$ cat config.mk
export PLATFORM = sky130hd
export DESIGN_NAME = yuv2rgb_csc
export DESIGN_NICKNAME = d
export VERILOG_FILES = /design/src/rtl/csc_pkg.sv /design/src/rtl/csc_coef_bank.sv /design/src/rtl/csc_pipe_ctrl.sv /design/src/rtl/csc_luma.sv /design/src/rtl/csc_chan.sv /design/src/rtl/yuv2rgb_csc.sv
export SDC_FILE = /design/constraint.sdc
export NUM_CORES = 2
export LEC_CHECK = 0
export BUFFER_PORTS_ARGS = -buffer_cell sky130_fd_sc_hd__buf_2
export CELL_PAD_IN_SITES_DETAIL_PLACEMENT = 1
export CELL_PAD_IN_SITES_GLOBAL_PLACEMENT = 2
export CORE_MARGIN = 5
export CORE_UTILIZATION = 38
export DETAILED_ROUTE_END_ITERATION = 8
export PLACE_DENSITY = 0.75
export SKIP_CTS_REPAIR_TIMING = 1
export SLEW_MARGIN = 20
export SYNTH_ARGS = -nofsm -noshare
export SYNTH_HDL_FRONTEND = slang
export SYNTH_SLANG_ARGS = --single-unit
$ cat constraint.sdc
create_clock -name clk -period 6.6 [get_ports clk]
set_input_delay 0.33 -clock clk [delete_from_list [all_inputs] [get_ports clk]]
set_output_delay 0.33 -clock clk [all_outputs]
set_load 0.05 [all_outputs]
$ cat src/rtl/csc_pkg.sv
package csc_pkg;

  localparam int PIX_W    = 8;
  localparam int CREG_W   = 16;
  localparam int NUM_CREG = 8;
  localparam int SEL_W    = 4;
  localparam int CTR_W    = PIX_W + 2;
  localparam int PROD_W   = 20;
  localparam int LUM_W    = 19;
  localparam int SUM_W    = 22;
  localparam int PIPE_STAGES = 3;
  localparam int FRAC_W   = 8;
  localparam int PIX_MAX  = (1 << PIX_W) - 1;

  // register slots
  localparam int IDX_OFS  = 0;
  localparam int IDX_GAIN = 1;

  typedef logic [CREG_W-1:0] creg_t;
  typedef logic signed [CREG_W-1:0] coef_t;
  typedef logic signed [CTR_W-1:0] ctr_t;

  function automatic int ku_slot(input int ch);
    return 2 + 2 * ch;
  endfunction

  function automatic int kv_slot(input int ch);
    return 3 + 2 * ch;
  endfunction

  function automatic int field_width(input int idx);
    if (idx == IDX_OFS) return 8;
    if (idx == IDX_GAIN || idx == 4 || idx == 5) return 10;
    return 11;
  endfunction

  function automatic bit field_signed(input int idx);
    return idx != IDX_GAIN;
  endfunction

  function automatic creg_t reset_value(input int idx);
    return (idx == IDX_GAIN) ? creg_t'(1 << FRAC_W) : '0;
  endfunction

  // Extract a field from its register and extend it to the full width
  function automatic coef_t decode_coef(input int idx, input creg_t raw);
    int    w;
    creg_t msk;
    creg_t f;
    w   = field_width(idx);
    msk = (creg_t'(1) << w) - creg_t'(1);
    f   = raw & msk;
    if (field_signed(idx) && f[w-1]) f = f | ~msk;
    return signed'(f);
  endfunction

  function automatic ctr_t center_chroma(input logic [PIX_W-1:0] x);
    return signed'({2'b00, x}) - ctr_t'(128);
  endfunction

  function automatic logic [PIX_W-1:0] luma_clamp(input logic [PIX_W-1:0] y,
                                                  input coef_t ofs);
    logic signed [CREG_W+1:0] s;
    s = (CREG_W+2)'(signed'({1'b0, y})) + (CREG_W+2)'(ofs);
    if (s < 0) return '0;
    if (s > PIX_MAX) return PIX_W'(PIX_MAX);
    return s[PIX_W-1:0];
  endfunction

  function automatic logic [PIX_W-1:0] round_clamp(input logic signed [SUM_W-1:0] sum);
    logic signed [SUM_W-1:0] t;
    t = (sum + SUM_W'(1 << (FRAC_W - 1))) >>> FRAC_W;
    if (t < 0) return '0;
    if (t > PIX_MAX) return PIX_W'(PIX_MAX);
    return t[PIX_W-1:0];
  endfunction

endpackage

$ cat src/rtl/csc_coef_bank.sv
module csc_coef_bank
  import csc_pkg::*;
#(
  parameter int NREG = NUM_CREG,
  parameter int SW   = SEL_W
) (
  input  logic                       clk,
  input  logic                       rst_n,
  input  logic                       wr_en,
  input  logic [SW-1:0]              wr_sel,
  input  logic [CREG_W-1:0]          wr_data,
  input  logic                       commit,
  output logic [NREG-1:0][CREG_W-1:0] active
);

  logic [NREG-1:0][CREG_W-1:0] shadow;

  for (genvar i = 0; i < NREG; i++) begin : g_reg
    logic hit;
    assign hit = wr_en && (wr_sel == SW'(i));

    always_ff @(posedge clk) begin
      if (!rst_n) begin
        shadow[i] <= reset_value(i);
        active[i] <= reset_value(i);
      end else begin
        if (hit)    shadow[i] <= wr_data;
        if (commit) active[i] <= shadow[i];
      end
    end
  end

endmodule

$ cat src/rtl/csc_pipe_ctrl.sv
module csc_pipe_ctrl #(
  parameter int STAGES = 3
) (
  input  logic clk,
  input  logic rst_n,
  input  logic in_valid,
  input  logic out_ready,
  output logic adv,
  output logic in_ready,
  output logic out_valid
);

  logic [STAGES-1:0] vld;

  assign adv       = !vld[STAGES-1] || out_ready;
  assign in_ready  = adv;
  assign out_valid = vld[STAGES-1];

  always_ff @(posedge clk) begin
    if (!rst_n)   vld <= '0;
    else if (adv) vld <= {vld[STAGES-2:0], in_valid};
  end

endmodule

$ cat src/rtl/csc_luma.sv
module csc_luma
  import csc_pkg::*;
(
  input  logic              clk,
  input  logic              rst_n,
  input  logic              adv,
  input  logic [PIX_W-1:0]  y,
  input  creg_t             ofs_raw,
  input  creg_t             gain_raw,
  output logic [LUM_W-1:0]  lum
);

  logic [PIX_W-1:0]  ysat_q;
  coef_t             gain_q;

  // stage 1: clamp luma sum, capture gain with the sample
  always_ff @(posedge clk) begin
    if (!rst_n) begin
      ysat_q <= '0;
      gain_q <= '0;
    end else if (adv) begin
      ysat_q <= luma_clamp(y, decode_coef(IDX_OFS, ofs_raw));
      gain_q <= decode_coef(IDX_GAIN, gain_raw);
    end
  end

  // product consumed by every channel's stage 2
  assign lum = LUM_W'(unsigned'(gain_q)) * LUM_W'(ysat_q);

endmodule

$ cat src/rtl/csc_chan.sv
module csc_chan
  import csc_pkg::*;
#(
  parameter int KU_IDX = 2,
  parameter int KV_IDX = 3
) (
  input  logic              clk,
  input  logic              rst_n,
  input  logic              adv,
  input  ctr_t              uc,
  input  ctr_t              vc,
  input  creg_t             ku_raw,
  input  creg_t             kv_raw,
  input  logic [LUM_W-1:0]  lum,
  output logic [PIX_W-1:0]  pix
);

  logic signed [PROD_W-1:0] pu_d, pv_d, pu_q, pv_q;
  logic signed [SUM_W-1:0]  sum_q;

  assign pu_d = PROD_W'(decode_coef(KU_IDX, ku_raw)) * PROD_W'(uc);
  assign pv_d = PROD_W'(decode_coef(KV_IDX, kv_raw)) * PROD_W'(vc);

  always_ff @(posedge clk) begin
    if (!rst_n) begin
      pu_q  <= '0;
      pv_q  <= '0;
      sum_q <= '0;
      pix   <= '0;
    end else if (adv) begin
      // stage 1: chroma products
      pu_q  <= pu_d;
      pv_q  <= pv_d;
      // stage 2: full sum
      sum_q <= SUM_W'(signed'({1'b0, lum})) + SUM_W'(pu_q) + SUM_W'(pv_q);
      // stage 3: round and clamp
      pix   <= round_clamp(sum_q);
    end
  end

endmodule

$ cat src/rtl/yuv2rgb_csc.sv
module yuv2rgb_csc
  import csc_pkg::*;
(
  input  logic             clk,
  input  logic             rst_n,
  input  logic             cfg_we,
  input  logic [3:0]       cfg_sel,
  input  logic [15:0]      cfg_wdata,
  input  logic             cfg_commit,
  input  logic             in_valid,
  output logic             in_ready,
  input  logic [7:0]       in_y,
  input  logic [7:0]       in_u,
  input  logic [7:0]       in_v,
  output logic             out_valid,
  input  logic             out_ready,
  output logic [7:0]       out_r,
  output logic [7:0]       out_g,
  output logic [7:0]       out_b
);

  logic [NUM_CREG-1:0][CREG_W-1:0] coef_act;
  logic [NUM_CREG*CREG_W-1:0]      coef_act_flat;
  logic                            pipe_adv;
  logic [LUM_W-1:0]                lum_s2;
  ctr_t                            uc, vc;
  logic [2:0][PIX_W-1:0]           pix;

  assign coef_act_flat = coef_act;

  csc_coef_bank #(.NREG(NUM_CREG), .SW(SEL_W)) u_bank (
    .clk     (clk),
    .rst_n   (rst_n),
    .wr_en   (cfg_we),
    .wr_sel  (cfg_sel),
    .wr_data (cfg_wdata),
    .commit  (cfg_commit),
    .active  (coef_act)
  );

  csc_pipe_ctrl #(.STAGES(PIPE_STAGES)) u_ctl (
    .clk       (clk),
    .rst_n     (rst_n),
    .in_valid  (in_valid),
    .out_ready (out_ready),
    .adv       (pipe_adv),
    .in_ready  (in_ready),
    .out_valid (out_valid)
  );

  assign uc = center_chroma(in_u);
  assign vc = center_chroma(in_v);

  csc_luma u_luma (
    .clk      (clk),
    .rst_n    (rst_n),
    .adv      (pipe_adv),
    .y        (in_y),
    .ofs_raw  (coef_act[IDX_OFS]),
    .gain_raw (coef_act[IDX_GAIN]),
    .lum      (lum_s2)
  );

  for (genvar ch = 0; ch < 3; ch++) begin : g_ch
    csc_chan #(.KU_IDX(ku_slot(ch)), .KV_IDX(kv_slot(ch))) u_chan (
      .clk    (clk),
      .rst_n  (rst_n),
      .adv    (pipe_adv),
      .uc     (uc),
      .vc     (vc),
      .ku_raw (coef_act[ku_slot(ch)]),
      .kv_raw (coef_act[kv_slot(ch)]),
      .lum    (lum_s2),
      .pix    (pix[ch])
    );
  end

  assign out_r = pix[0];
  assign out_g = pix[1];
  assign out_b = pix[2];

endmodule

==> results.py <==
metrics = {
    "power_and_ir_drop": {
        "intPower_w": 0.004661,
        "p_leak_nw": 22.21,
        "p_switching_w": 0.002238,
        "pwr-share-comb_pct": 22.4,
        "power_w": 0.006899,
        "irDropWorstVdd_uv": 211.8,
        "swShare_pct": 32.44,
        "clockPowerShare_pct": 40.8,
        "p_per_area_nw_per_um2": 152.8,
        "seq_power_share_pct": 36.8,
    },
    "place": {
        "dp_hpwl_mm": 91.95,
        "gp_congestion": 0.8112,
        "portBuffers": 70,
        "dp_cells": 5983,
    },
    "min_path": {
        "hold_class": "in2reg",
        "hold_depth": 3,
    },
    "sta": {
        "whs_ns": 0.007085,
        "finalCriticalPeriod_ns": 6.326,
        "clock.fmax_mhz": 158.1,
        "relSlewSlack_pct": 19.31,
        "hold_violations": 0,
        "tns_ns": 0,
        "tightest_slew_ns": 1.207,
        "fin_crit_sh_pct": 95.85,
        "finalSetupViolCount": 0,
        "drv_slew": 0,
        "skew_ns": 0.01996,
    },
    "floorplanning": {
        "fp.dieW_microns": 338.9,
        "die-area_sq_um": 114900,
        "io_pins": 76,
        "initial_utilization_pct": 38.35,
        "rows": 120,
        "die_y_microns": 338.9,
        "coreArea_sq_um": 107200,
    },
    "logic_synthesis": {
        "ys.flop_type": "dfxtp_1",
        "synth.avg_cell_area_sq_um": 8.881,
        "synth_seq_cells": 374,
        "async_flop_share_pct": 0,
        "ys_seq_area_share_pct": 18.21,
        "ys_types": 77,
        "ys_warn_count": 0,
        "syn_area_sq_um": 41110,
        "synth_edf_count": 0,
        "syn_nets": 5648,
        "syn_inst": 4629,
    },
    "final_layout": {
        "finish.net_count": 5661,
        "final_common_cell": "inv_1",
        "layout-drive-gt1-share_pct": 8.294,
        "synthToLayoutAreaGrowth_pct": 9.822,
        "final_cell_mix": "inv_1 (768), nand2_1 (593), fa_1 (591), ha_1 (371), dfxtp_1 (368)",
        "final-instance-count-excl-fill": 6082,
    },
    "setup_path": {
        "criticalPathCategory": "reg2reg",
        "cp.arrival_ns": 6.81,
        "path_depth": 27,
        "crit_family": "adder cells",
        "crit_buf_inv": 6,
        "slowest_stage": "fa_1",
        "r2r_cells": 27,
        "end_kind": "flop",
        "path_max_fanout": 6,
        "required_ns": 7.08,
        "slowest_delay_ns": 0.50,
        "worstSetupStartpointType": "flop",
    },
    "clocking": {
        "cts_tree": "yes",
        "clk_pin_slew_worst_paths_ns": 0.06,
        "clkLatencyLatePin_ns": 0.63,
        "cts_sinks": 374,
        "cts_buffer_depth": 3,
        "cts_buffers": 49,
        "clockRootBuffer": "clkbuf_16",
        "htree_levels": 2,
    },
    "routing": {
        "antenna_left": 0,
        "viasPerCell": 4.960,
        "drc": 0,
        "wirelength_mm": 114.8,
        "via_count": 30168,
        "drtIter0Drc": 1192,
        "dr.pass1.iters": 5,
        "drt-wirelength-per-cell_microns": 18.87,
    },
    "status": {
        "status": "complete, no violations",
    },
    "global_route": {
        "grt.total_usage_pct": 20.07,
        "grt_overflow": 0,
        "antenna_found_initial": 3,
        "grt_pass1_wl_mm": 183.6,
        "grt_start_max_net_pins": 102,
        "grt_pass1_vias": 32218,
    },
    "job": {
        "cap_violations": 0,
    },
}
power groups by stage:
stage / Combinational [W] / Clock, W / Sequential, W
6_report: 0.00154 / 0.00281 / 0.00254
2_1_floorplan: 0.000935 / 0 / 0.00263
3_5_place_dp: 0.00153 / 0 / 0.00260
3_3_place_gp: 0.00150 / 0 / 0.00259
5_1_grt: 0.00171 / 0.00300 / 0.00256
4_1_cts: 0.00154 / 0.00291 / 0.00255
final timing paths:
| path | slack (ns) | start | to |
|---|---|---|---|
| min | 0.007 | cfg_wdata[10] | u_bank.shadow[58] |
| max reg2reg | 0.27 | u_luma.ysat_q[6] | g_ch[2].u_chan.sum_q[19] |
| max | 0.27 | u_luma.ysat_q[6] | g_ch[2].u_chan.sum_q[19] |
| min reg2reg | 0.45 | g_ch[0].u_chan.pix[1] | g_ch[0].u_chan.pix[1] |
kinds of logic after synthesis:
family / share of synthesized area (%)
simple gates: 15.96
buf+inv: 9.042
fa+ha+maj: 40.28
compound gates: 8.364
flops: 18.21
xor+xnor: 4.386
mux: 3.750
layout make-up:
cell class	count	area (sq um)
diodes	1	2.502
clock buffers	64	1353
clock inverters	23	312.8
fillers	12537	62060
inverters	770	2900
multi-input cells	3266	30120
flip-flops and latches	374	7505
well taps	1403	1755
repair buffers	181	1199
synthesized netlist by cell type (8+ instances only):
cell type  count  area (sq um)
o31ai_1       10         75.07
o21ai_1        8         40.04
o21ai_0       76         380.4
a21oi_1      249          1246
nor2_1       234         878.3
nand4_1        8         50.05
o21bai_1      17         127.6
or3_1         10         62.56
a211oi_1      21         157.7
dfxtp_1      374          7487
a31oi_1       17         106.4
clkbuf_1     198         743.2
nand3_1       42         210.2
nor3_1        38         190.2
or2_2         59         369.1
xnor2_1      118          1033
mux2i_1      154          1541
ha_1         378          4730
xor2_1        86         753.2
and3_1        15         93.84
inv_1        769          2887
nor2b_1       29         181.4
and2_1       290          1814
fa_1         591         11830
nand2b_1      53         331.6
buf_1         19         71.32
nand2_1      595          2233
a221o_1        8         80.08
a21o_1        78         585.6
per-stage QoR:
stage	setup slack, ns	instance area (sq um)	util (%)
4_1_cts	-0.1417	44860	41.85
3_5_place_dp	-0.1068	43200	40.29
6_report	0.2740	45150	42.11
2_1_floorplan	0.2981	41110	-
3_3_place_gp	-0.0002225	43200	40.29
5_1_grt	-0.01312	45140	42.11
per-layer routing:
layer / part of all wire, % / track usage, %
met5: 0 / 0
met2: 48 / 34.27
met3: 2.2 / 1.989
met4: 1.5 / 3.182
met1: 48 / 28.20
registers in the layout (all words and copies together) (netlist names):
| name | count |
|---|---|
| u_bank.shadow | 82 |
| u_luma.ysat_q | 8 |
| g_ch.u_chan.pix | 24 |
| g_ch.u_chan.sum_q | 45 |
| g_ch.u_chan.pv_q | 60 |
| g_ch.u_chan.pu_q | 60 |
| u_ctl.vld | 3 |
| u_luma.gain_q | 10 |
| u_bank.active | 82 |
tightest hold or removal path: cells and delay by family:
kind,cells,cell delay [ns]
buffers and inverters,1,0.15
AND/OR/NAND/NOR,1,0.06
AO/OA/AOI/OAI,1,0.05
No activity file was read; power rests on OpenSTA's default activity.
